`config.mk`:
```
export PLATFORM = sky130hd
export DESIGN_NAME = wa_qual_unit
export DESIGN_NICKNAME = d
export VERILOG_FILES = /design/src/rtl/wa_qual_pkg.sv /design/src/rtl/wa_ctl_reg.sv /design/src/rtl/wa_region_dec.sv /design/src/rtl/wa_decide.sv /design/src/rtl/wa_qual_unit.sv
export SDC_FILE = /design/constraint.sdc
export NUM_CORES = 1
export LEC_CHECK = 0
export ABC_CLOCK_PERIOD_IN_PS = 1850
export BUFFER_PORTS_ARGS = -buffer_cell sky130_fd_sc_hd__buf_4
export CAP_MARGIN = 20
export CORE_UTILIZATION = 30
export CTS_CLUSTER_DIAMETER = 40
export CTS_CLUSTER_SIZE = 14
export DETAILED_ROUTE_END_ITERATION = 8
export PLACE_DENSITY = 0.83
export SKIP_LAST_GASP = 1
export SYNTH_ARGS = -nofsm -noshare
export SYNTH_HDL_FRONTEND = slang
export SYNTH_SLANG_ARGS = --single-unit
```
`constraint.sdc`:
```
create_clock -name clk_i -period 1.85 [get_ports clk_i]
set_input_delay 0.185 -clock clk_i [delete_from_list [all_inputs] [get_ports clk_i]]
set_output_delay 0.185 -clock clk_i [all_outputs]
set_load 0.01 [all_outputs]
```
`src/rtl/wa_qual_pkg.sv`:
```
package wa_qual_pkg;
  localparam int unsigned ADDR_W     = 32;
  localparam int unsigned DATA_W     = 32;
  localparam int unsigned LIM_W      = 7;
  localparam int unsigned LIM_LSB    = 1;
  localparam int unsigned WIN_EN_BIT = 0;
  localparam int unsigned GRAN_SHIFT = 22;  // 4 Mbyte granule
  localparam int unsigned MB_SHIFT   = 20;
  localparam int unsigned WIN_MB     = 15;  // window is [WIN_MB, WIN_MB+1) Mbyte
  localparam logic [31:0] HOLE_LO    = 32'h000A_0000;
  localparam logic [31:0] HOLE_END   = 32'h0010_0000;

  typedef struct packed {
    logic [LIM_W-1:0] lim;
    logic             win_en;
  } wa_ctl_t;

  typedef struct packed {
    logic below;
    logic in_hole;
    logic in_win;
  } wa_region_t;
endpackage

```
`src/rtl/wa_ctl_reg.sv`:
```
module wa_ctl_reg
  import wa_qual_pkg::*;
#(
  parameter int unsigned DATA_W_P = DATA_W
) (
  input  logic              clk_i,
  input  logic              rst_ni,
  input  logic              we_i,
  input  logic [DATA_W_P-1:0] wdata_i,
  output logic [DATA_W_P-1:0] rdata_o,
  output wa_ctl_t           ctl_o
);
  localparam int unsigned CTL_W = $bits(wa_ctl_t);

  wa_ctl_t ctl_q;
  logic    unused_wdata;

  always_ff @(posedge clk_i or negedge rst_ni) begin
    if (!rst_ni) begin
      ctl_q <= '0;
    end else if (we_i) begin
      ctl_q.lim    <= wdata_i[LIM_LSB +: LIM_W];
      ctl_q.win_en <= wdata_i[WIN_EN_BIT];
    end
  end

  // reserved and upper bits are not stored
  assign unused_wdata = ^wdata_i[DATA_W_P-1:CTL_W];
  assign rdata_o      = DATA_W_P'(ctl_q);
  assign ctl_o        = ctl_q;
endmodule

```
`src/rtl/wa_region_dec.sv`:
```
module wa_region_dec
  import wa_qual_pkg::*;
#(
  parameter int unsigned ADDR_W_P = ADDR_W,
  parameter int unsigned GRAN_P   = GRAN_SHIFT
) (
  input  logic [ADDR_W_P-1:0] addr_i,
  input  logic [LIM_W-1:0]    lim_i,
  output wa_region_t          region_o
);
  localparam int unsigned HI_W  = ADDR_W_P - GRAN_P;
  localparam int unsigned CMP_W = (HI_W > LIM_W) ? HI_W : LIM_W;
  localparam int unsigned MB_W  = ADDR_W_P - MB_SHIFT;

  logic [CMP_W-1:0] addr_hi;
  logic [CMP_W-1:0] lim_ext;

  // addr < lim * granule  <=>  addr[top:gran] < lim
  assign addr_hi = CMP_W'(addr_i[ADDR_W_P-1:GRAN_P]);
  assign lim_ext = CMP_W'(lim_i);

  always_comb begin
    region_o.below   = addr_hi < lim_ext;
    region_o.in_hole = (addr_i >= ADDR_W_P'(HOLE_LO)) && (addr_i < ADDR_W_P'(HOLE_END));
    region_o.in_win  = addr_i[ADDR_W_P-1:MB_SHIFT] == MB_W'(WIN_MB);
  end
endmodule

```
`src/rtl/wa_decide.sv`:
```
module wa_decide
  import wa_qual_pkg::*;
#(
  parameter int unsigned GRAN_P = GRAN_SHIFT
) (
  input  logic       clk_i,
  input  logic       rst_ni,
  input  logic       wr_valid_i,
  input  logic       page_hit_i,
  input  logic       sector_hit_i,
  input  wa_ctl_t    ctl_i,
  input  wa_region_t region_i,
  output logic       alloc_valid_o,
  output logic       alloc_o
);
  // smallest limit field value whose range reaches the top of the window
  localparam int unsigned WIN_LIM_MIN = ((WIN_MB + 1) << MB_SHIFT) >> GRAN_P;

  logic lim_covers_win;
  logic win_block;
  logic lim_grant;
  logic alloc_d;

  always_comb begin
    lim_covers_win = ctl_i.lim >= LIM_W'(WIN_LIM_MIN);
    win_block      = region_i.in_win && !ctl_i.win_en && lim_covers_win;
    lim_grant      = region_i.below && !region_i.in_hole && !win_block;
    alloc_d        = page_hit_i || sector_hit_i || lim_grant;
  end

  always_ff @(posedge clk_i or negedge rst_ni) begin
    if (!rst_ni) begin
      alloc_valid_o <= 1'b0;
      alloc_o       <= 1'b0;
    end else begin
      alloc_valid_o <= wr_valid_i;
      alloc_o       <= wr_valid_i && alloc_d;
    end
  end
endmodule

```
`src/rtl/wa_qual_unit.sv`:
```
module wa_qual_unit
  import wa_qual_pkg::*;
#(
  parameter int unsigned ADDR_W_P = ADDR_W,
  parameter int unsigned DATA_W_P = DATA_W,
  parameter int unsigned GRAN_P   = GRAN_SHIFT
) (
  input  logic                clk_i,
  input  logic                rst_ni,
  input  logic                reg_we_i,
  input  logic [DATA_W_P-1:0] reg_wdata_i,
  output logic [DATA_W_P-1:0] reg_rdata_o,
  input  logic                wr_valid_i,
  input  logic [ADDR_W_P-1:0] wr_addr_i,
  input  logic                page_hit_i,
  input  logic                sector_hit_i,
  output logic                alloc_valid_o,
  output logic                alloc_o
);
  wa_ctl_t    ctl;
  wa_region_t region;

  wa_ctl_reg #(.DATA_W_P(DATA_W_P)) u_ctl_reg (
    .clk_i   (clk_i),
    .rst_ni  (rst_ni),
    .we_i    (reg_we_i),
    .wdata_i (reg_wdata_i),
    .rdata_o (reg_rdata_o),
    .ctl_o   (ctl)
  );

  wa_region_dec #(.ADDR_W_P(ADDR_W_P), .GRAN_P(GRAN_P)) u_region_dec (
    .addr_i   (wr_addr_i),
    .lim_i    (ctl.lim),
    .region_o (region)
  );

  wa_decide #(.GRAN_P(GRAN_P)) u_decide (
    .clk_i         (clk_i),
    .rst_ni        (rst_ni),
    .wr_valid_i    (wr_valid_i),
    .page_hit_i    (page_hit_i),
    .sector_hit_i  (sector_hit_i),
    .ctl_i         (ctl),
    .region_i      (region),
    .alloc_valid_o (alloc_valid_o),
    .alloc_o       (alloc_o)
  );
endmodule

```
Yosys cells after proc, flatten, opt, wreduce, memory -nomap -nowiden
Index checks and enable logic that the tools add are counted.

Output and inout bits: 34. Memories: 0. Memory bits (read-only): 0. Latch bits: 0. Bits in writable memories: 0. Logic and storage cells: 20. Input bits: 70. Flip-flop bits (word level): 10.

$add $sub $neg: 0. Div/mod/pow operators: 0. Shift operators: 0. Reductions and logical operators: 11. Multiplexer cells: 0. Multipliers: 0. Bitwise gates (word level): 0. Magnitude comparators: 4. Equality and inequality tests: 1.

Operators with widths (count): $ge 32x20->1 const B (1); $lt 32x21->1 const B (1); $eq 12x4->1 const B (1); $lt 10x7->1 (1); $ge 7x3->1 const B (1); $logic_and 1x1->1 (6); $logic_not 1->1 (3); $logic_or 1x1->1 (2).

Logic depth before layout (Yosys ltp)
Depth after elaboration: 7. Depth in mapped cells: 6. Gate-level depth less buffers: 6.

Hierarchy
A second synthesis with hierarchy kept.

Cells, all modules: 89. Area, all modules: 872.1 µm².

Modules (own cells, without submodules): wa_ctl_reg (times used 1, area each 575.6 µm², seq. area each 200.2 µm², cells an instance 50); wa_region_dec (times used 1, area each 209.0 µm², seq. area each 0.0 µm², cells an instance 32); wa_decide (times used 1, area each 87.6 µm², seq. area each 50.0 µm², cells an instance 7).

Worst setup path after synthesis
OpenSTA, ideal clock, no wires.

Path kind: register to register. Start: register u_ctl_reg.ctl_q, in the netlist u_ctl_reg.ctl_o[4]. End: register u_decide.alloc_o. Path buffers: 0. Arrival: 1.330 ns. Cell stages (with the launch flop): 7. Clock period less this slack: 1.416 ns. Setup slack: 0.434 ns. Data required time: 1.764 ns. Library setup time: 0.086 ns. Cells stage by stage: dfrtp_1 > inv_1 > ha_1 > a211o_1 > a21oi_1 > o21ai_0 > a32oi_1.

Cells in the longest elaborated chain, start to end: 6. Elaborated cells between the ends (all ways): 8. Those cells by class: 2 x order compare; 6 x reduce/logical.

Ends and longest elaborated chain: start, declared (line wa_ctl_reg.sv:15) `wa_ctl_t ctl_q;`; $ge 7x3->1 (line wa_decide.sv:25) `lim_covers_win = ctl_i.lim >= LIM_W'(WIN_LIM_MIN);`; $logic_and 1x1->1 (line wa_decide.sv:26) `win_block = region_i.in_win && !ctl_i.win_en && lim_covers_win;`; $logic_not 1->1 (line wa_decide.sv:27) `lim_grant = region_i.below && !region_i.in_hole && !win_block;`; $logic_and 1x1->1 (*) (line wa_decide.sv:27); $logic_or 1x1->1 (*) (line wa_decide.sv:28) `alloc_d = page_hit_i || sector_hit_i || lim_grant;`; $logic_and 1x1->1 (*) (line wa_decide.sv:37) `alloc_o <= wr_valid_i && alloc_d;`; end signal, assigned (line wa_decide.sv:37); end, declared (line wa_decide.sv:14) `output logic alloc_o`.

Every way passes the cells marked *; elsewhere a longest branch is shown, timed or not. A chain may end at the register's enable or synchronous reset.

Worst setup path in the final report
Same ends and word-level chain as after synthesis.

==> impl_metrics.yaml <==
pwr:
  clock_power_share_pct: 24.1
  finalPower_w: 0.000574
  peakVddDrop_mv: 0.220
  cellPowerDensity_mw_per_mm2: 574
  seqPwrFrac_pct: 44.0
  leakagePower_nw: 0.531
  netSwitchingFraction_pct: 29.1
  internal-power_w: 0.000407
  switchingPower_w: 0.000167
  power.share.combinational_pct: 31.9
finish:
  multi_input_area_um2: 374
  fillers: 221
  nNetsFinal: 200
  antenna_cells: 0
  drive_gt1_share_pct: 35.2
  area_delta_synth_final_pct: 34.3
  seq_area_um2: 250
  instances_no_fill: 150
clocking:
  cts-root-buf: "clkbuf_4"
  ctsHoldBuffers: 1
  clockBufferDepth: 2
  postCtsSetupBuffers: 0
  clk_pin_slew_ps: 60
  clock-sinks: 10
  clk_latency_ps: 250
  ctsResizeCount: 0
  h-tree-depth: 1
  cts_tree: "built"
  cts_buffers: 3
drt:
  wl_um: 1470
  firstDrtPassIters: 3
  drc_errors: 0
  dr_total_vias: 644
  drt-initial-drc-count: 2
  antenna_left: 0
  vias_per_cell: 4.29
  wire_per_inst_um: 9.83
setup_path:
  worst-path-max-fanout: 3
  crit_buf_inv: 1
  critPathMaxStageDelay_ps: 360
  endpoint_kind: "register"
  crit_chain: "inv_1 -> ha_1 -> a211o_1 -> a21oi_1 -> o21ai_0 -> a32oi_1"
  cp_slowest_cell: "dfrtp_1"
  path_class: "reg2reg"
  startpoint_type: "register"
  cpLargestDelayFamily: "compound AO/OA/AOI/OAI gates"
  worstPathArrival_ps: 1650
  required_ps: 2020
  reg2reg_slack_ps: 370
sta:
  period_share_pct: 80.0
  setup_viol: 0
  tns_ps: 0
  clock_skew_ps: 1.44
  fmax_mhz: 675
  hold_ws_ps: 48.5
  rsz0062_at_grt: "no"
  maxSlewViolCount: 0
  hold_viol: 0
  min_period_ps: 1480
die:
  start_util_pct: 32.7
  rows: 17
  dieArea_mm2: 0.00268
  core_mm2: 0.00228
  fp.dieH_um: 51.8
  die_w_um: 51.8
  ios: 104
placed_design:
  dp_hpwl_um: 1350
  place.gp.congestion: 0.842
  placedCellCount: 146
  io_buffer_count: 38
synth:
  yosysSeqAreaShare_pct: 33.6
  synth_edf_count: 0
  synthCells: 82
  avgSynthCellArea_um2: 9.08
  synth.most_common_cell: "buf_4"
  yosysWarnings: 0
  async_flop_share_pct: 100
  synth.largest_area_cell: "dfrtp_1"
  synth-seq-cells: 10
  synth_top_flop_cell: "dfrtp_1"
  synthTopCellsByCount: "24 x buf_4, 10 x dfrtp_1, 9 x o21ai_0"
  synth_top_area_share_pct: 33.6
  synth.distinct_cells: 22
  synth.area.top_cells: "dfrtp_1 34%, buf_4 24%, ha_1 10%"
  netlist_area_um2: 744
min_path:
  hold_class: "in2reg"
global_route:
  antenna_found_initial: 0
  grt_max_degree: 15
  grtUsageTotal_pct: 11.0
  grt_overflow: 0
  grt_pass1_vias: 574
  grt_pass1_wl_um: 2150
run_status:
  status: "finished clean"
flow_run:
  max-cap-violations: 0
-- cell families after synthesis --
| kind of cell | synth area share [%] |
|---|---|
| other | 0.504 |
| multiplexers | 3.02 |
| buffers and inverters | 27.7 |
| AND/OR/NAND/NOR | 11.9 |
| adder cells (fa/ha/maj) | 10.1 |
| AO/OA/AOI/OAI | 13.1 |
| flip-flops | 33.6 |
-- sequential cells by signal, indices dropped and copies added, names as in the netlist --
register,flops
u_ctl_reg.ctl_o,8
u_decide.alloc_o,1
u_decide.alloc_valid_o,1
-- layout make-up --
class / count / area share, %
Clock buffer: 3 / 2.25
Multi-Input combinational cell: 64 / 37.4
Inverter: 6 / 2.25
Tap cell: 28 / 3.50
Sequential cell: 10 / 25.0
Timing Repair Buffer: 39 / 29.5
-- through the flow --
| stage | cell area (um2) | setup WS, ps | util [%] |
|---|---|---|---|
| 2_1_floorplan | 831 | 434 | - |
| 3_3_place_gp | 967 | 416 | 42.5 |
| 3_5_place_dp | 967 | 396 | 42.5 |
| 4_1_cts | 1000 | 378 | 43.9 |
| 5_1_grt | 1000 | 267 | 43.9 |
| 6_report | 1000 | 369 | 43.9 |
-- power groups by stage --
stage               Sequential, W  Combinational, W  Clock, W
floorplan                0.000263          0.000113         0
global placement         0.000256          0.000175         0
detailed placement       0.000256          0.000183         0
CTS                      0.000252          0.000185  0.000138
global route             0.000255          0.000204  0.000151
finish                   0.000252          0.000183  0.000138
-- layer usage --
metal | track usage [%] | vias up | routed length [um] | part of all wire, %
li1 | - | 315 | - | -
met1 | 12.8 | 287 | 616 | 42
met2 | 19.0 | 37 | 689 | 47
met3 | 1.17 | 5 | 135 | 9.2
met4 | 6.76 | 0 | 32 | 2.2
met5 | 0 | - | 0 | 0
-- worst reg2reg max path: cells and delay by family (launching register included) --
| kind | cells | cell delay [ps] |
|---|---|---|
| AO/OA/AOI/OAI | 4 | 650 |
| flip-flops | 1 | 360 |
| adder cells (fa/ha/maj) | 1 | 310 |
| buffers and inverters | 1 | 80 |
-- layout by cell type (no fill, tap or decap), types with 2 or more instances in the layout --
cell type / n
a211o_1: 2
a21oi_1: 2
buf_4: 38
clkbuf_4: 3
conb_1: 24
dfrtp_1: 10
ha_1: 6
inv_1: 6
mux2_2: 2
nand2_1: 6
nand4_1: 2
nor4_1: 2
o21ai_0: 9
-- path summary, 6_finish.rpt --
kind,start,cells past startpoint,end
hold reg to reg,u_ctl_reg.ctl_o[1]$_DFFE_PN0P_,1,u_ctl_reg.ctl_o[1]$_DFFE_PN0P_
setup / recovery,u_ctl_reg.ctl_o[4]$_DFFE_PN0P_,6,u_decide.alloc_o$_DFF_PN0_
hold / removal,wr_valid_i,1,u_decide.alloc_valid_o$_DFF_PN0_
setup reg to reg,u_ctl_reg.ctl_o[4]$_DFFE_PN0P_,6,u_decide.alloc_o$_DFF_PN0_
max in group asynchronous,rst_ni,2,u_decide.alloc_valid_o$_DFF_PN0_
min in group asynchronous,rst_ni,2,u_ctl_reg.ctl_o[4]$_DFFE_PN0P_
Power figures use the tool's default switching activity.
